[src/rtl/vpc_pkg.sv]
package vpc_pkg;
    typedef enum logic [1:0] {
        ST_IDLE   = 2'd0,
        ST_LOOKUP = 2'd1,
        ST_TRAIN  = 2'd2
    } vpc_state_e;
endpackage

[src/rtl/vpc_dir_table.sv]
module vpc_dir_table #(
    parameter int IDX_W = 4
) (
    input  logic             clk,
    input  logic             rst_n,
    input  logic [IDX_W-1:0] idx,
    output logic [1:0]       ctr,
    input  logic             upd_en,
    input  logic             upd_up
);
    localparam int DEPTH = 1 << IDX_W;

    logic [1:0] ctr_q [DEPTH];

    assign ctr = ctr_q[idx];

    always_ff @(posedge clk) begin
        if (!rst_n) begin
            for (int k = 0; k < DEPTH; k++) ctr_q[k] <= 2'b01;
        end else if (upd_en) begin
            if (upd_up && ctr_q[idx] != 2'b11)
                ctr_q[idx] <= ctr_q[idx] + 2'b01;
            else if (!upd_up && ctr_q[idx] != 2'b00)
                ctr_q[idx] <= ctr_q[idx] - 2'b01;
        end
    end


    ctr_sat_chk: assert property (@(posedge clk) disable iff (!rst_n)
        (upd_en && upd_up && ctr == 2'b11) |=> ctr_q[$past(idx)] == 2'b11);


    ctr_floor_chk: assert property (@(posedge clk) disable iff (!rst_n)
        (upd_en && !upd_up && ctr == 2'b00) |=> ctr_q[$past(idx)] == 2'b00);
endmodule

[src/rtl/vpc_tgt_table.sv]
module vpc_tgt_table #(
    parameter int ADDR_W = 8,
    parameter int IDX_W  = 4,
    parameter int TGT_W  = 8
) (
    input  logic              clk,
    input  logic              rst_n,
    input  logic [ADDR_W-1:0] vaddr,
    output logic              hit,
    output logic [TGT_W-1:0]  tgt,
    input  logic              wr_en,
    input  logic [TGT_W-1:0]  wr_tgt
);
    localparam int DEPTH = 1 << IDX_W;
    localparam int TAG_W = ADDR_W - IDX_W;

    logic             vld_q [DEPTH];
    logic [TAG_W-1:0] tag_q [DEPTH];
    logic [TGT_W-1:0] dat_q [DEPTH];

    logic [IDX_W-1:0] slot;
    logic [TAG_W-1:0] tag;

    assign slot = vaddr[IDX_W-1:0];
    assign tag  = vaddr[ADDR_W-1:IDX_W];
    assign hit  = vld_q[slot] && (tag_q[slot] == tag);
    assign tgt  = dat_q[slot];

    always_ff @(posedge clk) begin
        if (!rst_n) begin
            for (int k = 0; k < DEPTH; k++) begin
                vld_q[k] <= 1'b0;
                tag_q[k] <= '0;
                dat_q[k] <= '0;
            end
        end else if (wr_en) begin
            vld_q[slot] <= 1'b1;
            tag_q[slot] <= tag;
            dat_q[slot] <= wr_tgt;
        end
    end


    install_hit_chk: assert property (@(posedge clk) disable iff (!rst_n)
        wr_en ##1 $stable(vaddr) |-> (hit && tgt == $past(wr_tgt)));
endmodule

[src/rtl/vpc_indirect_pred.sv]
module vpc_indirect_pred
    import vpc_pkg::*;
#(
    parameter int          ADDR_W    = 8,
    parameter int          HIST_W    = 4,
    parameter int          TGT_W     = 8,
    parameter int          DIR_IDX_W = 4,
    parameter int          BTB_IDX_W = 4,
    parameter int          MAX_ITER  = 4,
    parameter int unsigned HASH_MULT = 32'h5B
) (
    input  logic              clk,
    input  logic              rst_n,
    input  logic              req_valid,
    output logic              req_ready,
    input  logic [ADDR_W-1:0] req_pc,
    input  logic [HIST_W-1:0] req_hist,
    input  logic              upd_valid,
    output logic              upd_ready,
    input  logic [ADDR_W-1:0] upd_pc,
    input  logic [HIST_W-1:0] upd_hist,
    input  logic [TGT_W-1:0]  upd_target,
    output logic              pred_done,
    output logic              pred_hit,
    output logic [TGT_W-1:0]  pred_target
);
    localparam int ITER_W = (MAX_ITER > 1) ? $clog2(MAX_ITER) : 1;

    vpc_state_e        state_q, state_d;
    logic [ADDR_W-1:0] cur_pc;
    logic [HIST_W-1:0] cur_hist;
    logic [ITER_W-1:0] iter_q;
    logic [TGT_W-1:0]  actual_q;

    logic [31:0]          salt_full;
    logic [ADDR_W-1:0]    vaddr, mix;
    logic [DIR_IDX_W-1:0] dir_idx;
    logic [1:0]           ctr;
    logic                 btb_hit, taken, last, match;
    logic [TGT_W-1:0]     btb_tgt;
    logic                 dir_upd_en, dir_upd_up, btb_wr;
    logic                 stay, finish_pred;

    assign salt_full = 32'(iter_q) * HASH_MULT;
    assign vaddr     = cur_pc ^ salt_full[ADDR_W-1:0];
    assign mix       = vaddr ^ ADDR_W'(cur_hist);
    assign dir_idx   = mix[DIR_IDX_W-1:0];
    assign taken     = ctr[1];
    assign last      = (32'(iter_q) == MAX_ITER - 1);
    assign match     = btb_hit && (btb_tgt == actual_q);

    vpc_dir_table #(.IDX_W(DIR_IDX_W)) u_dir (
        .clk    (clk),
        .rst_n  (rst_n),
        .idx    (dir_idx),
        .ctr    (ctr),
        .upd_en (dir_upd_en),
        .upd_up (dir_upd_up)
    );

    vpc_tgt_table #(.ADDR_W(ADDR_W), .IDX_W(BTB_IDX_W), .TGT_W(TGT_W)) u_btb (
        .clk    (clk),
        .rst_n  (rst_n),
        .vaddr  (vaddr),
        .hit    (btb_hit),
        .tgt    (btb_tgt),
        .wr_en  (btb_wr),
        .wr_tgt (actual_q)
    );

    assign req_ready = (state_q == ST_IDLE);
    assign upd_ready = (state_q == ST_IDLE) && !req_valid;

    always_comb begin
        state_d    = state_q;
        dir_upd_en = 1'b0;
        dir_upd_up = 1'b0;
        btb_wr     = 1'b0;
        unique case (state_q)
            ST_IDLE: begin
                if (req_valid)      state_d = ST_LOOKUP;
                else if (upd_valid) state_d = ST_TRAIN;
            end
            ST_LOOKUP: begin
                if (!btb_hit || taken || last) state_d = ST_IDLE;
            end
            ST_TRAIN: begin
                dir_upd_en = 1'b1;
                dir_upd_up = !btb_hit || match;
                btb_wr     = !btb_hit;
                if (!btb_hit || match || last) state_d = ST_IDLE;
            end
            default: state_d = ST_IDLE;
        endcase
    end

    assign stay        = (state_q != ST_IDLE) && (state_d == state_q);
    assign finish_pred = (state_q == ST_LOOKUP) && (state_d == ST_IDLE);

    always_ff @(posedge clk) begin
        if (!rst_n) begin
            state_q  <= ST_IDLE;
            cur_pc   <= '0;
            cur_hist <= '0;
            iter_q   <= '0;
            actual_q <= '0;
        end else begin
            state_q <= state_d;
            if (state_q == ST_IDLE && req_valid) begin
                cur_pc   <= req_pc;
                cur_hist <= req_hist;
                iter_q   <= '0;
            end else if (state_q == ST_IDLE && upd_valid) begin
                cur_pc   <= upd_pc;
                cur_hist <= upd_hist;
                iter_q   <= '0;
                actual_q <= upd_target;
            end else if (stay) begin
                cur_hist <= cur_hist << 1;
                iter_q   <= iter_q + 1'b1;
            end
        end
    end

    always_ff @(posedge clk) begin
        if (!rst_n) begin
            pred_done   <= 1'b0;
            pred_hit    <= 1'b0;
            pred_target <= '0;
        end else begin
            pred_done   <= finish_pred;
            pred_hit    <= finish_pred && btb_hit && taken;
            pred_target <= (finish_pred && btb_hit && taken) ? btb_tgt : '0;
        end
    end


    done_pulse_chk: assert property (@(posedge clk) disable iff (!rst_n)
        pred_done |=> !pred_done);


    nohit_zero_chk: assert property (@(posedge clk) disable iff (!rst_n)
        (pred_done && !pred_hit) |-> pred_target == '0);


    accept_busy_chk: assert property (@(posedge clk) disable iff (!rst_n)
        (req_valid && req_ready) |=> !req_ready);


    hist_shift_chk: assert property (@(posedge clk) disable iff (!rst_n)
        (state_q == ST_LOOKUP && $past(state_q) == ST_LOOKUP)
            |-> cur_hist == ($past(cur_hist) << 1));


    iter_bound_chk: assert property (@(posedge clk) disable iff (!rst_n)
        32'(iter_q) < MAX_ITER);
endmodule

[config.mk]
export PLATFORM = sky130hd
export DESIGN_NAME = vpc_indirect_pred
export DESIGN_NICKNAME = d
export VERILOG_FILES = /design/src/rtl/vpc_pkg.sv /design/src/rtl/vpc_dir_table.sv /design/src/rtl/vpc_tgt_table.sv /design/src/rtl/vpc_indirect_pred.sv
export SDC_FILE = /design/constraint.sdc
export NUM_CORES = 1
export LEC_CHECK = 0
export BUFFER_PORTS_ARGS = -buffer_cell sky130_fd_sc_hd__buf_4
export CORE_ASPECT_RATIO = 0.7
export CORE_MARGIN = 5
export CORE_UTILIZATION = 30
export DETAILED_ROUTE_END_ITERATION = 10
export GPL_TIMING_DRIVEN = 0
export HOLD_SLACK_MARGIN = 0.08
export PLACE_DENSITY = 0.5
export SYNTH_ARGS = -nofsm -noshare
export SYNTH_HDL_FRONTEND = slang
export SYNTH_SLANG_ARGS = --single-unit
[constraint.sdc]
create_clock -name clk -period 5.6 [get_ports clk]
set_input_delay 0.56 -clock clk [delete_from_list [all_inputs] [get_ports clk]]
set_output_delay 0.56 -clock clk [all_outputs]
set_load 0.005 [all_outputs]
==> flow_metrics.tcl <==
set metrics [dict create \
    status "complete, no violations" \
    numCtsBuffers 27 \
    core_um2 41300 \
    fin_area_um2 14700 \
    pre_cts_ws_ns -0.293 \
    grt_pass1_vias 8464 \
    crit_chain "buf_2 > inv_1 > ha_1 > xor2_4 > buf_2 > buf_2 > mux4_2 > nor2_1 > nor4_4 > xnor2_1 > nand4_1 > o21ai_2 > mux2_4 > buf_6 > o31ai_1" \
    synth_top_area_share_pct 53.2 \
    clkTransAtPathRegs_ns 0.06 \
    grt_max_degree 15 \
    num_vias 8501 \
    ir_drop_v 0.000188 \
    rr_startpoint "iter_q[0]$_SDFFE_PP0P_" \
    critPathTopFamily "buffers and inverters" \
    antenna_found_initial 0 \
    min_period_ns 5.35 \
    syn_nets 1011 \
    ys_seq_area_share_pct 61.1 \
    p_leak_nw 5.59 \
    period_share_pct 95.5 \
    grt_pass1_wl_mm 56.1 \
    worstPathMaxFanout 10 \
    p_clk_share_pct 38.2 \
    layout-drive-gt1-share_pct 17.1 \
    end_kind "flip-flop" \
    cts-htree-levels 1 \
    combPwrFrac_pct 16.0 \
    cp_data_required_time_ns 5.78 \
    die_w_um 255 \
    antennaDiodeCount 0 \
    ff2ff_setup_slack_ns 0.25 \
    fillers 4043 \
    p_sw_w 0.00136 \
    holdPathStages 3 \
    hp-class "input pin to flip-flop" \
    cts.sink_count 274 \
    io_pins 48 \
    crit_top_cell "buf_2" \
    viasPerCell 5.26 \
    netlist_area_um2 12600 \
    critical_path.max_stage_delay_ns 0.48 \
    fin_ws_ns 0.251 \
    p_int_w 0.00365 \
    fmaxAchievable_mhz 187 \
    reg2regPathDepth 15 \
    ys.flop_type "edfxtp_1" \
    first_pass_iters 5 \
    fin_skew_ns 0.0182 \
    synth_warnings 0 \
    slew_viol_final 0 \
    io_buffer_count 47 \
    max_slew.worst_pin.slew_ns 1.20 \
    holdBufCountCts 0 \
    gp_congestion 0.811 \
    dpl.hpwl_mm 26.9 \
    crit_slowest_cell "o31ai_1" \
    ys_seq_elements 274 \
    syn_inst 971 \
    clk_path_buf_depth 3 \
    drtAntennaViolNets 0 \
    ys_async_sr_fraction_pct 0 \
    tritoncts "built" \
    drtIter0Drc 930 \
    ys_types 51 \
    placementRows 62 \
    die_h_um 182 \
    worstHoldStart "upd_target[5]" \
    drc 0 \
    synth_area_per_cell_um2 13.0 \
    cts-root-buf "clkbuf_16" \
    overflow 0 \
    power_density_nw_per_um2 341 \
    wl_per_cell_um 23.4 \
    finalWirelength_mm 37.9 \
    die_area_um2 46400 \
    setup_viol 0 \
    ys_top_cells_by_area "edfxtp_1 (53%), mux4_2 (9.4%), dfxtp_1 (7.9%)" \
    cp.buffers_inverters 5 \
    start_util_pct 30.6 \
    rsz0062_at_grt "no" \
    grtUsageTotal_pct 15.9 \
    crit_path_start_kind "flip-flop" \
    relSlewSlack_pct 19.3 \
    yosys.area.top_type "edfxtp_1" \
    drv_cap 0 \
    whs_endpoint "actual_q[5]$_SDFFE_PN0P_" \
    reg2reg_to "u_dir.ctr_q[6][1]$_SDFFCE_PN0P_" \
    area_delta_synth_final_pct 16.3 \
    final_nets 1093 \
    cp_data_arrival_time_ns 5.53 \
    synth_edf_count 224 \
    swShare_pct 27.2 \
    crit_path_start "iter_q[0]$_SDFFE_PP0P_" \
    post_dp_cell_area_um2 13700 \
    tns_ns 0 \
    pwr-share-seq_pct 45.8 \
    insertion_delay_ns 0.55 \
    path_class "flip-flop to flip-flop" \
    hold_viol_final 0 \
]
per-stage QoR:
| step | std cells | total power (W) | util [%] | hold slack (ns) |
|---|---|---|---|---|
| floorplan | 971 | 0.00285 | - | 0.418 |
| detailed placement | 1566 | 0.00312 | 33.2 | 0.430 |
| CTS | 1615 | 0.00503 | 35.5 | 0.257 |
| global placement | 1562 | 0.00312 | 33.1 | 0.429 |
| global route | 1617 | 0.00519 | 35.6 | 0.274 |
| finish | 1617 | 0.00501 | 35.6 | 0.282 |
power by group through the flow:
stage	sequential, W	combinational [W]	clock [W]
3_5_place_dp	0.00234	0.000783	0
3_3_place_gp	0.00234	0.000779	0
6_report	0.00230	0.000804	0.00191
2_1_floorplan	0.00233	0.000520	0
4_1_cts	0.00230	0.000791	0.00194
5_1_grt	0.00230	0.000864	0.00203
cells in the mapped netlist, types with 4 or more instances:
master and n:
a21boi_0 12, a21oi_1 7, a31oi_1 4, and2_1 11
and3_1 129, buf_1 10, buf_2 9, buf_6 6
clkbuf_1 52, dfxtp_1 50, edfxtp_1 224, ha_1 4
inv_1 4, mux2i_1 10, mux4_1 6, mux4_2 53
nand2_1 108, nand3_1 21, nor2_1 114, nor3_1 5
nor4_1 28, o211a_1 8, o22ai_1 11, o31ai_1 16
xnor2_1 24, xor2_1 4
area by class of cell:
type	instances	area, um^2	share of cell area, %
buffer	80	370	2.52
clock buffer	29	683	4.65
clock inverter	20	219	1.49
inverter	4	15.0	0.102
multi-input combinational	613	4610	31.4
sequential	274	7730	52.6
tap	544	681	4.63
timing repair buffer	53	398	2.71
how the worst max path moves through the flow:
stage,to,slack [ns],cells past startpoint
6_report,u_dir.ctr_q[6][1]$_SDFFCE_PN0P_,0.25,15
5_1_grt,u_dir.ctr_q[12][1]$_SDFFCE_PN0P_,0.03,15
4_1_cts,u_dir.ctr_q[5][1]$_SDFFCE_PN0P_,0.003,15
3_5_place_dp,u_dir.ctr_q[13][0]$_SDFFCE_PN1P_,-0.29,15
3_3_place_gp,u_btb.dat_q[13][6]$_SDFFCE_PN0P_,-1.34,14
2_1_floorplan,u_dir.ctr_q[15][0]$_SDFFCE_PN1P_,1.44,12
metal layers:
metal / global-route usage, % / up-vias / routed length, um
met5: 0 / - / 0
met4: 2.76 / 0 / 657
met3: 3.85 / 39 / 2840
met2: 22.2 / 300 / 15400
met1: 25.2 / 4324 / 19000
li1: - / 3838 / -
timing repair:
item,CTS,global route
setup buffers,0,2
resized for setup,5,5
pin swaps,0,1
hold endpoints to repair,0,0
setup endpoints to repair,57,54
worst reg2reg max path, stage by stage, from the launching register on:
cell     delay [ns]
dfxtp_1        0.36
buf_2          0.21
inv_1          0.10
ha_1           0.43
xor2_4         0.36
buf_2          0.38
buf_2          0.43
mux4_2         0.40
nor2_1         0.19
nor4_4         0.08
xnor2_1        0.30
nand4_1        0.39
o21ai_2        0.35
mux2_4         0.37
buf_6          0.16
o31ai_1        0.48
layout by cell type (no fill, tap or decap), types with 11 or more instances in the layout:
cell and n:
edfxtp_1 224, and3_1 129, nor2_1 114, nand2_1 107, buf_4 56, clkbuf_1 54, mux4_2 53, dfxtp_1 50
clkbuf_16 27, xnor2_1 23, nor4_1 21, nand3_1 21, o31ai_1 15, a21boi_0 12, o22ai_1 11, and2_1 11
kinds of logic after synthesis:
kind of cell | count (synthesis) | synth area share (%)
adders and majority gates | 4 | 0.396
muxes | 73 | 11.9
DFF | 274 | 61.1
and+or+nand+nor | 430 | 16.8
xor gates and xnor gates | 30 | 2.29
buffers and inverters | 84 | 3.03
AOI/OAI and AO/OA | 76 | 4.42
registers in the layout, indices dropped and copies added, names as in the netlist:
signal,count
u_dir.ctr_q,32
actual_q,8
iter_q,2
u_btb.tag_q,64
cur_hist,4
pred_hit,1
u_btb.dat_q,128
state_q,2
pred_target,8
cur_pc,8
pred_done,1
u_btb.vld_q,16
No activity file was read; power rests on OpenSTA's default activity.
